[config.mk]
export PLATFORM = sky130hd
export DESIGN_NAME = bulk_xfer_engine
export DESIGN_NICKNAME = d
export VERILOG_FILES = /design/src/rtl/bxe_pkg.sv /design/src/rtl/bxe_pattern.sv /design/src/rtl/bxe_mem_addr.sv /design/src/rtl/bxe_seq.sv /design/src/rtl/bulk_xfer_engine.sv
export SDC_FILE = /design/constraint.sdc
export NUM_CORES = 1
export LEC_CHECK = 0
export BUFFER_PORTS_ARGS = -buffer_cell sky130_fd_sc_hd__buf_2
export CORE_MARGIN = 2
export CORE_UTILIZATION = 56
export DETAILED_ROUTE_END_ITERATION = 6
export GPL_TIMING_DRIVEN = 0
export PLACE_DENSITY_LB_ADDON = 0.1
export REMOVE_ABC_BUFFERS = 1
export SLEW_MARGIN = 20
export SYNTH_ARGS = -nofsm -noshare
export SYNTH_HDL_FRONTEND = slang
export SYNTH_SLANG_ARGS = --single-unit
[constraint.sdc]
create_clock -name clk -period 3.6 [get_ports clk]
set_input_delay 0.18 -clock clk [delete_from_list [all_inputs] [get_ports clk]]
set_output_delay 0.18 -clock clk [all_outputs]
set_load 0.01 [all_outputs]
[src/rtl/bxe_pkg.sv]
// Package: shared types and mode-pattern decode for the bulk byte-copy channel.
// Assumes a 3-bit mode field and patterns of at most four entries.
package bxe_pkg;

    localparam int MODE_W    = 3;
    localparam int PAT_IDX_W = 2;
    localparam int PAT_LEN_W = 3;

    typedef enum logic [1:0] {
        ST_IDLE = 2'd0,
        ST_RD   = 2'd1,
        ST_WR   = 2'd2
    } bxe_state_t;

    typedef struct packed {
        logic              to_mem;   // bit 7: peripheral -> memory
        logic [1:0]        spare;    // bits 6:5: no function
        logic              step_dn;  // bit 4: step memory offset down
        logic              hold;     // bit 3: keep memory offset fixed
        logic [MODE_W-1:0] mode;     // bits 2:0: pattern select
    } bxe_ctrl_t;

    // Number of entries in the pattern picked by a mode.
    function automatic logic [PAT_LEN_W-1:0] pat_len(input logic [MODE_W-1:0] mode);
        case (mode)
            3'd0:       return 3'd1;
            3'd1:       return 3'd2;
            3'd2, 3'd6: return 3'd2;
            default:    return 3'd4;
        endcase
    endfunction

    // Register offset of a pattern entry.
    function automatic logic [PAT_IDX_W-1:0] pat_off(input logic [MODE_W-1:0] mode,
                                                      input logic [PAT_IDX_W-1:0] idx);
        case (mode)
            3'd1, 3'd5: return {1'b0, idx[0]};
            3'd3, 3'd7: return {1'b0, idx[1]};
            3'd4:       return idx;
            default:    return '0;
        endcase
    endfunction

endpackage

[src/rtl/bxe_pattern.sv]
// Pattern walker: keeps the position inside the current mode's offset pattern
// and gives the register offset for the current byte.
// Assumes mode is held stable from restart until the run ends.
module bxe_pattern
    import bxe_pkg::*;
(
    input  logic                 clk,
    input  logic                 rst_n,
    input  logic                 restart,
    input  logic                 advance,
    input  logic [MODE_W-1:0]    mode,
    output logic [PAT_IDX_W-1:0] offset
);

    logic [PAT_IDX_W-1:0] idx_q;
    logic [PAT_LEN_W-1:0] idx_next;

    assign idx_next = {1'b0, idx_q} + PAT_LEN_W'(1);

    // Move to the next pattern entry after each byte, wrapping at pattern length.
    always_ff @(posedge clk) begin
        if (!rst_n) begin
            idx_q <= '0;
        end else if (restart) begin
            idx_q <= '0;
        end else if (advance) begin
            if (idx_next >= pat_len(mode)) idx_q <= '0;
            else                           idx_q <= idx_next[PAT_IDX_W-1:0];
        end
    end

    // Turn the position into a register offset.
    always_comb begin
        offset = pat_off(mode, idx_q);
    end

    AST_PAT_IN_RANGE: assert property (@(posedge clk) disable iff (!rst_n)
        ({1'b0, idx_q} < pat_len(mode)));

    AST_PAT_RESTART: assert property (@(posedge clk) disable iff (!rst_n)
        restart |=> (idx_q == '0));

endmodule

[src/rtl/bxe_mem_addr.sv]
// Memory offset register: loaded at launch, then stepped by one after each byte
// (up or down) unless hold is set. Only the offset moves; the bank lives outside.
module bxe_mem_addr #(
    parameter int ADDR_W = 16
) (
    input  logic              clk,
    input  logic              rst_n,
    input  logic              load,
    input  logic [ADDR_W-1:0] load_val,
    input  logic              step,
    input  logic              step_dn,
    input  logic              hold,
    output logic [ADDR_W-1:0] addr
);

    logic [ADDR_W-1:0] addr_q;

    // Load at launch, step after each byte unless held.
    always_ff @(posedge clk) begin
        if (!rst_n) begin
            addr_q <= '0;
        end else if (load) begin
            addr_q <= load_val;
        end else if (step && !hold) begin
            if (step_dn) addr_q <= addr_q - ADDR_W'(1);
            else         addr_q <= addr_q + ADDR_W'(1);
        end
    end

    assign addr = addr_q;

    AST_ADDR_UP: assert property (@(posedge clk) disable iff (!rst_n)
        (step && !hold && !step_dn && !load) |=> (addr_q - $past(addr_q) == ADDR_W'(1)));

    AST_ADDR_DOWN: assert property (@(posedge clk) disable iff (!rst_n)
        (step && !hold && step_dn && !load) |=> ($past(addr_q) - addr_q == ADDR_W'(1)));

    AST_ADDR_HELD: assert property (@(posedge clk) disable iff (!rst_n)
        (!load && (!step || hold)) |=> $stable(addr_q));

endmodule

[src/rtl/bxe_seq.sv]
// Run sequencer: accepts a start when idle, alternates read and write cycles,
// counts bytes down (0 loads as 65536) and pulses done after the last write.
module bxe_seq
    import bxe_pkg::*;
#(
    parameter int CNT_W = 16
) (
    input  logic             clk,
    input  logic             rst_n,
    input  logic             start,
    input  logic [CNT_W-1:0] count_in,
    output logic             launch,
    output logic             rd_phase,
    output logic             wr_phase,
    output logic             busy,
    output logic             done,
    output logic [CNT_W-1:0] remain
);

    localparam int CW1 = CNT_W + 1;

    bxe_state_t     state_q;
    logic [CW1-1:0] cnt_q;
    logic           done_q;
    logic           last_byte;

    assign launch    = start && (state_q == ST_IDLE);
    assign rd_phase  = (state_q == ST_RD);
    assign wr_phase  = (state_q == ST_WR);
    assign last_byte = (cnt_q == CW1'(1));

    // Step through idle, read and write; leave on the last write.
    always_ff @(posedge clk) begin
        if (!rst_n) begin
            state_q <= ST_IDLE;
        end else begin
            case (state_q)
                ST_IDLE: if (launch) state_q <= ST_RD;
                ST_RD:   state_q <= ST_WR;
                ST_WR:   state_q <= last_byte ? ST_IDLE : ST_RD;
                default: state_q <= ST_IDLE;
            endcase
        end
    end

    // Load the byte count (zero widened to the full span) and decrement per write.
    always_ff @(posedge clk) begin
        if (!rst_n) begin
            cnt_q <= '0;
        end else if (launch) begin
            cnt_q <= (count_in == '0) ? {1'b1, {CNT_W{1'b0}}} : {1'b0, count_in};
        end else if (wr_phase) begin
            cnt_q <= cnt_q - CW1'(1);
        end
    end

    // One-cycle completion pulse after the final write.
    always_ff @(posedge clk) begin
        if (!rst_n) done_q <= 1'b0;
        else        done_q <= wr_phase && last_byte;
    end

    assign busy   = (state_q != ST_IDLE);
    assign done   = done_q;
    assign remain = cnt_q[CNT_W-1:0];

    AST_CNT_STEP: assert property (@(posedge clk) disable iff (!rst_n)
        wr_phase |=> ($past(cnt_q) - cnt_q == CW1'(1)));

    AST_CNT_LIVE: assert property (@(posedge clk) disable iff (!rst_n)
        busy |-> (cnt_q != '0));

    AST_DONE_AT_ZERO: assert property (@(posedge clk) disable iff (!rst_n)
        done |-> (!busy && cnt_q == '0));

    AST_DONE_SINGLE: assert property (@(posedge clk) disable iff (!rst_n)
        done |=> !done);

endmodule

[src/rtl/bulk_xfer_engine.sv]
// Bulk byte-copy channel top: latches the run setup at launch, steers each read
// and write to the memory side or to the peripheral window, and holds the read
// byte for the following write. Assumes bus_rdata is valid in the read cycle
// and that ADDR_W equals 8 plus REG_W.
module bulk_xfer_engine
    import bxe_pkg::*;
#(
    parameter int ADDR_W      = 16,
    parameter int BANK_W      = 8,
    parameter int REG_W       = 8,
    parameter int DATA_W      = 8,
    parameter int CNT_W       = 16,
    parameter int PERIPH_PAGE = 8'h21
) (
    input  logic                     clk,
    input  logic                     rst_n,
    input  logic                     start,
    input  logic [7:0]               ctrl,
    input  logic [ADDR_W-1:0]        mem_addr,
    input  logic [BANK_W-1:0]        mem_bank,
    input  logic [REG_W-1:0]         reg_index,
    input  logic [CNT_W-1:0]         byte_count,
    output logic [BANK_W+ADDR_W-1:0] bus_addr,
    output logic                     bus_rd,
    output logic                     bus_wr,
    output logic [DATA_W-1:0]        bus_wdata,
    input  logic [DATA_W-1:0]        bus_rdata,
    output logic                     busy,
    output logic                     done,
    output logic [CNT_W-1:0]         remain_count,
    output logic [ADDR_W-1:0]        cur_addr
);

    localparam int BUS_W  = BANK_W + ADDR_W;
    localparam int PAGE_W = ADDR_W - REG_W;

    bxe_ctrl_t            ctrl_q;
    logic [BANK_W-1:0]    bank_q;
    logic [REG_W-1:0]     index_q;
    logic [DATA_W-1:0]    data_q;
    logic                 launch;
    logic                 rd_phase;
    logic                 wr_phase;
    logic [PAT_IDX_W-1:0] pat_offset;
    logic [ADDR_W-1:0]    offset_now;
    logic                 mem_side;
    logic [BUS_W-1:0]     mem_full;
    logic [BUS_W-1:0]     periph_full;

    bxe_seq #(.CNT_W(CNT_W)) u_seq (
        .clk      (clk),
        .rst_n    (rst_n),
        .start    (start),
        .count_in (byte_count),
        .launch   (launch),
        .rd_phase (rd_phase),
        .wr_phase (wr_phase),
        .busy     (busy),
        .done     (done),
        .remain   (remain_count)
    );

    bxe_pattern u_pattern (
        .clk     (clk),
        .rst_n   (rst_n),
        .restart (launch),
        .advance (wr_phase),
        .mode    (ctrl_q.mode),
        .offset  (pat_offset)
    );

    bxe_mem_addr #(.ADDR_W(ADDR_W)) u_mem_addr (
        .clk      (clk),
        .rst_n    (rst_n),
        .load     (launch),
        .load_val (mem_addr),
        .step     (wr_phase),
        .step_dn  (ctrl_q.step_dn),
        .hold     (ctrl_q.hold),
        .addr     (offset_now)
    );

    // Latch the run setup when a start is accepted.
    always_ff @(posedge clk) begin
        if (!rst_n) begin
            ctrl_q  <= '0;
            bank_q  <= '0;
            index_q <= '0;
        end else if (launch) begin
            ctrl_q  <= bxe_ctrl_t'(ctrl);
            bank_q  <= mem_bank;
            index_q <= reg_index;
        end
    end

    // Capture the byte read so it can be written in the next cycle.
    always_ff @(posedge clk) begin
        if (!rst_n)        data_q <= '0;
        else if (rd_phase) data_q <= bus_rdata;
    end

    // Pick the side of each access and form both bus addresses.
    always_comb begin
        mem_side    = rd_phase ? !ctrl_q.to_mem : ctrl_q.to_mem;
        mem_full    = {bank_q, offset_now};
        periph_full = {{BANK_W{1'b0}}, PAGE_W'(PERIPH_PAGE), index_q + REG_W'(pat_offset)};
        bus_addr    = (rd_phase || wr_phase) ? (mem_side ? mem_full : periph_full) : '0;
    end

    assign bus_rd    = rd_phase;
    assign bus_wr    = wr_phase;
    assign bus_wdata = data_q;
    assign cur_addr  = offset_now;

    AST_RD_WR_EXCL: assert property (@(posedge clk) disable iff (!rst_n)
        !(bus_rd && bus_wr));

    AST_WR_AFTER_RD: assert property (@(posedge clk) disable iff (!rst_n)
        bus_wr |-> $past(bus_rd));

    AST_WDATA_FROM_READ: assert property (@(posedge clk) disable iff (!rst_n)
        bus_rd |=> (bus_wdata == $past(bus_rdata)));

    AST_SETUP_FROZEN: assert property (@(posedge clk) disable iff (!rst_n)
        (busy && $past(busy)) |-> ($stable(ctrl_q) && $stable(bank_q) && $stable(index_q)));

    AST_BANK_KEPT: assert property (@(posedge clk) disable iff (!rst_n)
        (bus_rd && !ctrl_q.to_mem) |-> (bus_addr[BUS_W-1:ADDR_W] == bank_q));

endmodule

==> flow_summary.json, run 1 <==
{
  "status": "complete, no violations",
  "intPower_mw": 1.593,
  "nFillCells": 659,
  "max_slew_margin": 0.4544,
  "syn2layout_area_growth_pct": 19.27,
  "drt-total-wl_um": 11110,
  "dr_total_vias": 4200,
  "firstDrtPassIters": 4,
  "cts_tree": "yes",
  "p_seq_frac": 0.385,
  "viasPerCell": 5.699,
  "worst-path-max-fanout": 8,
  "drive_above_1_share": 0.2586,
  "synth_seq_cells": 68,
  "yosys.area.top_type": "dfxtp_1",
  "fin_nets": 728,
  "min_period_ps": 2856,
  "synthesis.area_mm2": 0.004304,
  "cts_num_sinks": 68,
  "multi_input_area_mm2": 0.002654,
  "ir_worst_vdd_mv": 0.3077,
  "antenna_found_initial": 0,
  "clock_power_share": 0.363,
  "grt.overflow.total": 0,
  "drt_iter0_drc": 166,
  "clock_skew_ps": 10.35,
  "setup_viol": 0,
  "grt_max_degree": 71,
  "globalplace.congestion": 0.9325,
  "async_flop_share": 0,
  "numCtsBuffers": 9,
  "io_buffer_count": 132,
  "hold_class": "in -> reg",
  "dp.cells": 721,
  "synth-edff-count": 0,
  "power_switching_mw": 0.7363,
  "drc_errors": 0,
  "wl_per_cell_um": 15.07,
  "fin_crit_sh": 0.7932,
  "ff_latch_area_mm2": 0.001361,
  "synth_top_area_share": 0.3163,
  "tightest_slew_ps": 814.3,
  "final_area_mm2": 0.005134,
  "synth_ff_type": "dfxtp_1",
  "start_util": 0.5871,
  "finalNonFillerCells": 737,
  "place_area_mm2": 0.004862,
  "drv_slew": 0,
  "dieArea_mm2": 0.008403,
  "synth_cells": 535,
  "p_per_area_mw_per_mm2": 453.8,
  "ys_top_cells_by_area": "dfxtp_1 (32%), ha_1 (7.6%), nand2_1 (7.3%)",
  "clkSlewWorstSetupHoldPaths_ps": 80,
  "fmax_mhz": 350.2,
  "rsz0062_at_grt": "no",
  "grt_pass1_wl_um": 19220,
  "grtUsageTotal": 0.2788,
  "drtAntennaViolNets": 0,
  "syn_avg_cell_area_um2": 8.045,
  "grt_pass1_vias": 4147,
  "critPathCaptureType": "output pin",
  "cap_violations": 0,
  "die_h_um": 91.67,
  "n_antenna_cell": 0,
  "layout_common_cells": "buf_2 (132), nand2_1 (83), dfxtp_1 (68)",
  "seq_area_frac_synth": 0.3163,
  "layout_commonest_cell": "buf_2",
  "ys_types": 61,
  "post_cts_buffers": 0,
  "place_hpwl_um": 7737,
  "cts-root-buf": "clkbuf_8",
  "finalHoldViolCount": 0,
  "critPathRequiredTime_ps": 3420,
  "htree_levels": 3,
  "crit_path_start_kind": "register",
  "die_w_um": 91.67,
  "rows": 31,
  "ys_warn_count": 0,
  "crit_type": "reg -> out",
  "cts_hold_buf": 0,
  "ioPinCount": 135,
  "worstSkewPairLatency_ps": 350,
  "leakagePower_nw": 2.433,
  "clockBufferDepth": 2,
  "arrival_ps": 2680,
  "swShare": 0.3161,
  "ctsResizeCount": 0,
  "comb_power_share": 0.252,
  "coreArea_mm2": 0.007331
}
[critical path, cell delays in order, from the launching register on]
cell and delay, ps:
dfxtp_1 480, mux2_2 200, nand2_1 50, o21ai_0 80, ha_1 200, inv_1 60, fa_1 400, nor2_1 190
nand3_1 110, xor2_1 160, nand2_1 70, o211a_1 180, buf_2 140
[final cells by class]
cell class,instances,share of cell area
tap,99,0.02413
sequential,68,0.2652
inverter,13,0.009749
clock inverter,6,0.02657
timing repair buffer,133,0.1326
clock buffer,10,0.02486
multi-input combinational,408,0.5169
[registers in the layout, summed over array words and instances, names as in the netlist]
name / flops
index_q: 8
u_seq.done: 1
u_pattern.idx_q: 2
bus_wdata: 8
u_seq.cnt_q: 17
bank_q: 8
u_seq.state_q: 2
u_mem_addr.addr: 16
ctrl_q: 6
[Yosys cell counts (all sizes together), types with 11 or more instances]
| master | number |
|---|---|
| a211oi | 11 |
| and3 | 20 |
| nand2 | 85 |
| dfxtp | 68 |
| xnor2 | 20 |
| a21oi | 46 |
| nor2 | 47 |
| inv | 12 |
| buf | 19 |
| o21ai | 21 |
| ha | 26 |
| clkbuf | 27 |
[worst paths after layout]
path | from | endpoint | slack (ps) | cells after the start
worst max-delay path | ctrl_q[1] | bus_addr[6] | 740 | 12
worst min-delay path | mem_bank[3] | bank_q[3] | 60 | 3
worst max register to register | ctrl_q[4] | u_mem_addr.addr[12] | 780 | 9
worst min register to register | ctrl_q[3] | ctrl_q[3] | 450 | 2
[per-layer routing]
layer  up-vias  GRT usage  wire [µm]
li1       2078          -          -
met1      1960     0.3725       5060
met2       143     0.4442       5103
met3        19    0.05834        749
met4         0     0.1023        195
met5         -          0          0
[power groups by stage]
stage	clock network (mW)	logic (mW)	registers, mW
6_report	0.846	0.587	0.896
5_1_grt	0.885	0.658	0.907
4_1_cts	0.856	0.584	0.895
3_5_place_dp	0	0.580	0.912
3_3_place_gp	0	0.563	0.909
2_1_floorplan	0	0.363	0.918
[metrics by stage]
stage	utilization	hold slack (ps)	setup slack (ps)	total power [mW]	TNS, ps
2_1_floorplan	-	316.0	846.4	1.281	0
3_3_place_gp	0.6581	412.3	-317.1	1.471	-1933
3_5_place_dp	0.6633	422.2	808.8	1.491	0
4_1_cts	0.6993	48.57	583.5	2.335	0
5_1_grt	0.7003	66.09	512.3	2.450	0
6_report	0.7003	61.36	744.4	2.330	0
[cells by family (layout without fill, tap and decap cells)]
| family | count (synthesis) | count (layout) | synth area share |
|---|---|---|---|
| xor gates and xnor gates | 30 | 30 | 0.06105 |
| and+or+nand+nor | 198 | 198 | 0.2206 |
| muxes | 13 | 13 | 0.03111 |
| AOI/OAI and AO/OA | 139 | 139 | 0.2134 |
| adders and majority gates | 28 | 28 | 0.08488 |
| buffers and inverters | 59 | 162 | 0.07267 |
| DFF | 68 | 68 | 0.3163 |
Note: power is estimated with default switching activity, not from simulation.
==> inputs of run 2 (changes only) <==
--- a/config.mk
+++ b/config.mk
@@ -7,7 +7,7 @@
 export LEC_CHECK = 0
 export BUFFER_PORTS_ARGS = -buffer_cell sky130_fd_sc_hd__buf_2
 export CORE_MARGIN = 2
-export CORE_UTILIZATION = 56
+export CORE_UTILIZATION = 52
 export DETAILED_ROUTE_END_ITERATION = 6
 export GPL_TIMING_DRIVEN = 0
 export PLACE_DENSITY_LB_ADDON = 0.1
==> constraint.sdc (replaced) <==
create_clock -name clk -period 2.7 [get_ports clk]
set_input_delay 0.135 -clock clk [delete_from_list [all_inputs] [get_ports clk]]
set_output_delay 0.135 -clock clk [all_outputs]
set_load 0.01 [all_outputs]
==> flow_summary.json, run 2 (synthesis results as in run 1) <==
{
  "status": "complete, no violations",
  "numCtsBuffers": 9,
  "drive_above_1_share": 0.2824,
  "finalHoldViolCount": 0,
  "die_h_um": 94.98,
  "clockBufferDepth": 2,
  "clkSlewWorstSetupHoldPaths_ps": 80,
  "nFillCells": 723,
  "tightest_slew_ps": 752.7,
  "arrival_ps": 2450,
  "worst_r2r_path_depth": 9,
  "final_area_mm2": 0.005245,
  "p_per_area_mw_per_mm2": 548.7,
  "worstReg2RegEnd": "u_mem_addr.addr[12]",
  "coreArea_mm2": 0.008134,
  "globalplace.congestion": 0.8865,
  "cts_num_sinks": 68,
  "drv_slew": 0,
  "place_area_mm2": 0.004877,
  "syn2layout_area_growth_pct": 21.86,
  "hold_path_depth": 3,
  "critPathMaxStageDelay_ps": 410,
  "reg2reg_setup_slack_ps": 160,
  "cp_num_buf_inv": 2,
  "antenna_found_initial": 0,
  "setup.worst_path.start": "ctrl_q[1]",
  "holdWs_ps": 8.582,
  "viasPerCell": 5.538,
  "min_from": "ctrl[0]",
  "largest_reg_flops": 17,
  "rows": 33,
  "cap_violations": 0,
  "fin_crit_sh": 0.9584,
  "wl_per_cell_um": 15.15,
  "hold_class": "in -> reg",
  "fin_nets": 738,
  "dieArea_mm2": 0.009021,
  "critPathRequiredTime_ps": 2570,
  "finalPower_mw": 2.878,
  "worstReg2RegStart": "u_mem_addr.addr[0]",
  "drt-total-wl_um": 11410,
  "setup_viol": 0,
  "ir_worst_vdd_mv": 0.3281,
  "clock_skew_ps": 15.64,
  "setup_ws_ps": 112.4,
  "critPathCaptureType": "output pin",
  "worst-path-max-fanout": 4,
  "grt_pass1_vias": 3910,
  "fmax_mhz": 386.5,
  "worstSkewPairLatency_ps": 360,
  "ioPinCount": 135,
  "grt_pass1_wl_um": 18160,
  "n_antenna_cell": 0,
  "leakagePower_nw": 2.457,
  "cpMaxStageDelayCell": "fa_2",
  "firstDrtPassIters": 5,
  "rsz0062_at_grt": "yes",
  "htree_levels": 3,
  "cts-root-buf": "clkbuf_8",
  "max_slew_margin": 0.4982,
  "cp.depth": 12,
  "drt_iter0_drc": 169,
  "min_period_ps": 2588,
  "drtAntennaViolNets": 0,
  "preCtsSetupSlack_ps": -216.5,
  "crit_type": "reg -> out",
  "drc_errors": 0,
  "grt.overflow.total": 0,
  "place_hpwl_um": 7744,
  "start_util": 0.5291,
  "layout_commonest_cell": "buf_2",
  "crit_path_start_kind": "register",
  "largest_register": "u_seq.cnt_q",
  "grtUsageTotal": 0.2584,
  "critPathCapture": "bus_addr[6]",
  "grt_max_degree": 71,
  "io_buffer_count": 132,
  "multi_input_area_mm2": 0.002714,
  "cts_tree": "yes",
  "ff_latch_area_mm2": 0.001373,
  "path_cells": "mux2_4 -> nand2_2 -> o21ai_2 -> ha_2 -> inv_2 -> fa_2 -> nor2_4 -> nand3_2 -> xor2_1 -> nand2_1 -> o211a_1 -> buf_2",
  "die_w_um": 94.98,
  "cp_top_family": "adder cells",
  "dr_total_vias": 4170,
  "layout_common_cells": "buf_2 (132), nand2_1 (82), dfxtp_1 (63)"
}
## run 2: cell types whose count changed in the layout (fill, tap and decap cells not counted), sizes merged
| cell | change |
|---|---|
| buf | +2 |
| dlygate4sd3 | +8 |
| clkinvlp | +1 |
| clkinv | +2 |
| bufinv | -3 |
## run 2: cell type report
type	instances	area share
Multi-Input combinational cell	408	0.5174
Sequential cell	68	0.2617
Timing Repair Buffer	143	0.1479
Clock buffer	10	0.02624
Tap cell	105	0.02505
Clock inverter	6	0.01217
Inverter	13	0.009542
## run 2: report_power, final
part	switching [mW]	internal [mW]	leakage (nW)
logic	0.462	0.339	1.80
clock network	0.428	0.450	0.0983
registers	0.106	1.09	0.562
## run 2: metal layers
layer  track usage  up-vias  part of all wire
met1        0.3279     1959              0.47
li1              -     2096                 -
met2        0.4167      104              0.46
met4       0.09903        0            0.0098
met3       0.07183       11             0.058
met5             0        -                 0
## run 2: tightest hold or removal path, delay by kind of cell
| family | cells | cell delay (ps) |
|---|---|---|
| compound gates | 1 | 50 |
| buf+inv | 1 | 100 |
| simple gates | 1 | 40 |
## run 2: worst min-delay path by stage
stage          slack (ps)      endpoint
6_report                9     ctrl_q[0]
5_1_grt                 6     bank_q[2]
4_1_cts               0.5     bank_q[0]
3_5_place_dp          380  bus_wdata[5]
3_3_place_gp          370  bus_wdata[3]
2_1_floorplan         270     bank_q[0]
## run 2: through the flow
stage          TNS, ps    util  instances
3_5_place_dp    -281.3  0.5996        727
3_3_place_gp    -15940  0.5941        726
5_1_grt         -73.63  0.6448        753
2_1_floorplan   -105.1       -        489
4_1_cts              0  0.6364        751
6_report             0  0.6448        753
## run 2: repair_timing
item,4_1_cts,5_1_grt
endpoints found under the setup margin,6,10
setup buffers,0,2
hold buffers,8,0
hold endpoints to repair,8,0
pin swaps,0,4
gates resized for setup,5,17
==> inputs of run 3 (changes only) <==
--- a/config.mk
+++ b/config.mk
@@ -5,9 +5,10 @@
 export SDC_FILE = /design/constraint.sdc
 export NUM_CORES = 1
 export LEC_CHECK = 0
+export ABC_AREA = 1
 export BUFFER_PORTS_ARGS = -buffer_cell sky130_fd_sc_hd__buf_2
 export CORE_MARGIN = 2
-export CORE_UTILIZATION = 52
+export CORE_UTILIZATION = 53
 export DETAILED_ROUTE_END_ITERATION = 6
 export GPL_TIMING_DRIVEN = 0
 export PLACE_DENSITY_LB_ADDON = 0.1
==> flow_summary.json, run 3 <==
{
  "synth_cells": 725,
  "finalHoldViolCount": 0,
  "drv_slew": 0,
  "ys_types": 38,
  "swShare": 0.4483,
  "min_period_ps": 2506,
  "p_per_area_mw_per_mm2": 871.0,
  "crit_path_start_kind": "register",
  "globalplace.congestion": 0.9091,
  "clock_power_share": 0.206,
  "largest_reg_flops": 17,
  "drt_iter0_drc": 174,
  "fmax_mhz": 399.0,
  "async_flop_share": 0,
  "power_switching_mw": 2.161,
  "worstSkewPairLatency_ps": 350,
  "setup_viol": 0,
  "fin_nets": 922,
  "post_cts_buffers": 0,
  "dieArea_mm2": 0.009580,
  "leakagePower_nw": 2.897,
  "dp.cells": 923,
  "crit_type": "reg -> out",
  "cts_tree": "yes",
  "drc_errors": 0,
  "clkSlewWorstSetupHoldPaths_ps": 70,
  "layout_common_cells": "nand2_1 (160), buf_2 (132), inv_1 (88)",
  "cts_num_sinks": 68,
  "place_hpwl_um": 8705,
  "critPathCaptureType": "output pin",
  "synthTopCellsByCount": "nand2_1 (164), inv_1 (88), nor2_1 (83)",
  "io_buffer_count": 132,
  "ir_worst_vdd_mv": 0.4172,
  "max_slew_margin": 0.3997,
  "setup_tns_ps": 0,
  "clock_skew_ps": 15.99,
  "htree_levels": 3,
  "rows": 34,
  "ioPinCount": 135,
  "drt-total-wl_um": 12520,
  "start_util": 0.5409,
  "die_h_um": 97.88,
  "synth_ff_type": "dfxtp_1",
  "antenna_found_initial": 0,
  "n_antenna_cell": 0,
  "grt_max_degree": 45,
  "grtUsageTotal": 0.2633,
  "tightest_slew_ps": 899.5,
  "syn_avg_cell_area_um2": 6.442,
  "largest_register": "u_seq.cnt_q",
  "grt.overflow.total": 0,
  "wl_per_cell_um": 13.31,
  "wl_met2_um": 5881,
  "yosys.area.top_type": "dfxtp_1",
  "fin_crit_sh": 0.9283,
  "seq_area_frac_synth": 0.2915,
  "hold_class": "in -> reg",
  "multi_input_area_mm2": 0.002748,
  "coreArea_mm2": 0.008636,
  "die_w_um": 97.88,
  "ff_latch_area_mm2": 0.001364,
  "syn2layout_area_growth_pct": 18.48,
  "grt_pass1_vias": 4711,
  "viasPerCell": 5.213,
  "dr_total_vias": 4900,
  "nFillCells": 817,
  "clockBufferDepth": 2,
  "comb_power_share": 0.488,
  "cts-root-buf": "clkbuf_8",
  "intPower_mw": 2.659,
  "drive_above_1_share": 0.2272,
  "status": "complete, no violations",
  "cts_hold_buf": 0,
  "ys_warn_count": 0,
  "layout_commonest_cell": "nand2_1",
  "finalNonFillerCells": 940,
  "p_seq_frac": 0.306,
  "yosysMostFrequentCell": "nand2_1",
  "rsz0062_at_grt": "no",
  "drt-met1-wl_um": 5774,
  "worst-path-max-fanout": 4,
  "drtAntennaViolNets": 0,
  "cap_violations": 0,
  "firstDrtPassIters": 4,
  "highest_layer": "met4",
  "synthesis.area_mm2": 0.004671,
  "dr_wl_met3_um": 749,
  "arrival_ps": 2370,
  "critPathRequiredTime_ps": 2570,
  "numCtsBuffers": 9,
  "synth_top_area_share": 0.2915,
  "grt_pass1_wl_um": 21110,
  "synth-edff-count": 0,
  "synth_seq_cells": 68,
  "ys_top_cells_by_area": "dfxtp_1 (29%), nand2_1 (13%), inv_1 (7.1%)"
}
run 3: cell types whose count changed in the layout (fill, tap and decap cells not counted), sizes merged, moves of 8 or more:
cell | before | now
a21o | 9 | 0
o21ai | 21 | 71
a31oi | 4 | 12
xnor2 | 20 | 4
and3 | 20 | 0
mux2i | 10 | 0
a211oi | 11 | 3
nand3 | 10 | 32
nand2 | 85 | 167
inv | 12 | 101
nor2 | 47 | 95
a21oi | 46 | 54
dlygate4sd3 | 8 | 0
run 3: path summary, 6_finish.rpt:
kind,end,from,depth (start not counted),slack [ps]
min reg2reg,bank_q[2],bank_q[2],2,460
max reg2reg,u_mem_addr.addr[8],u_seq.state_q[0],11,270
min,bus_wdata[1],bus_rdata[1],3,20
max,bus_addr[6],u_pattern.idx_q[0],12,190
run 3: cell type report:
type,instances,area share
timing repair buffer,132,0.1194
sequential,68,0.2464
inverter,101,0.07077
tap,108,0.02442
clock inverter,5,0.01515
clock buffer,11,0.02736
multi-input combinational,515,0.4965
run 3: cells by family after synthesis:
family,count (synthesis),synth area share
adder cells (fa/ha/maj),28,0.07822
AO/OA/AOI/OAI,152,0.1749
flip-flops,68,0.2915
AND/OR/NAND/NOR,313,0.2834
XOR/XNOR,21,0.03938
buffers and inverters,143,0.1326
run 3: timing repair:
item / 4_1_cts / 5_1_grt
pin swaps: 1 / 0
endpoints found under the hold margin: 0 / 0
cloned: 1 / 0
setup endpoints to repair: 44 / 28
resized for setup: 9 / 8
run 3: metrics by stage:
stage               area, µm²  setup slack (ps)  total power, mW  hold WS [ps]  utilization
CTS                      5512             17.32            4.808         4.259       0.6382
global route             5534             11.74            5.224         42.74       0.6408
global placement         5226             -2725            3.695         356.2       0.6052
finish                   5534             193.6            4.820         15.73       0.6408
floorplan                4431            -907.0            3.054         259.5            -
detailed placement       5234             -1121            3.755         368.5       0.6061
run 3: per-layer routing:
metal,up-vias,GRT usage
met4,0,0.07265
met2,155,0.4568
met5,-,0
met1,2214,0.3396
li1,2519,-
met3,12,0.04223
run 3: critical path: stages (launching register included):
cell      delay, ps
dfxtp_1         390
inv_1            80
nand2_1          70
o221ai_1        100
inv_1            70
ha_1            160
inv_1            60
fa_1            410
nor2_2          150
nand4_1         100
xor2_1          160
a21oi_1         130
buf_2           150
run 3: power by group through the flow:
stage / logic [mW] / registers [mW] / clock network [mW]
detailed placement: 2.27 / 1.49 / 0
global placement: 2.22 / 1.48 / 0
CTS: 2.33 / 1.47 / 1.01
finish: 2.35 / 1.47 / 0.991
global route: 2.66 / 1.51 / 1.05
floorplan: 1.54 / 1.51 / 0
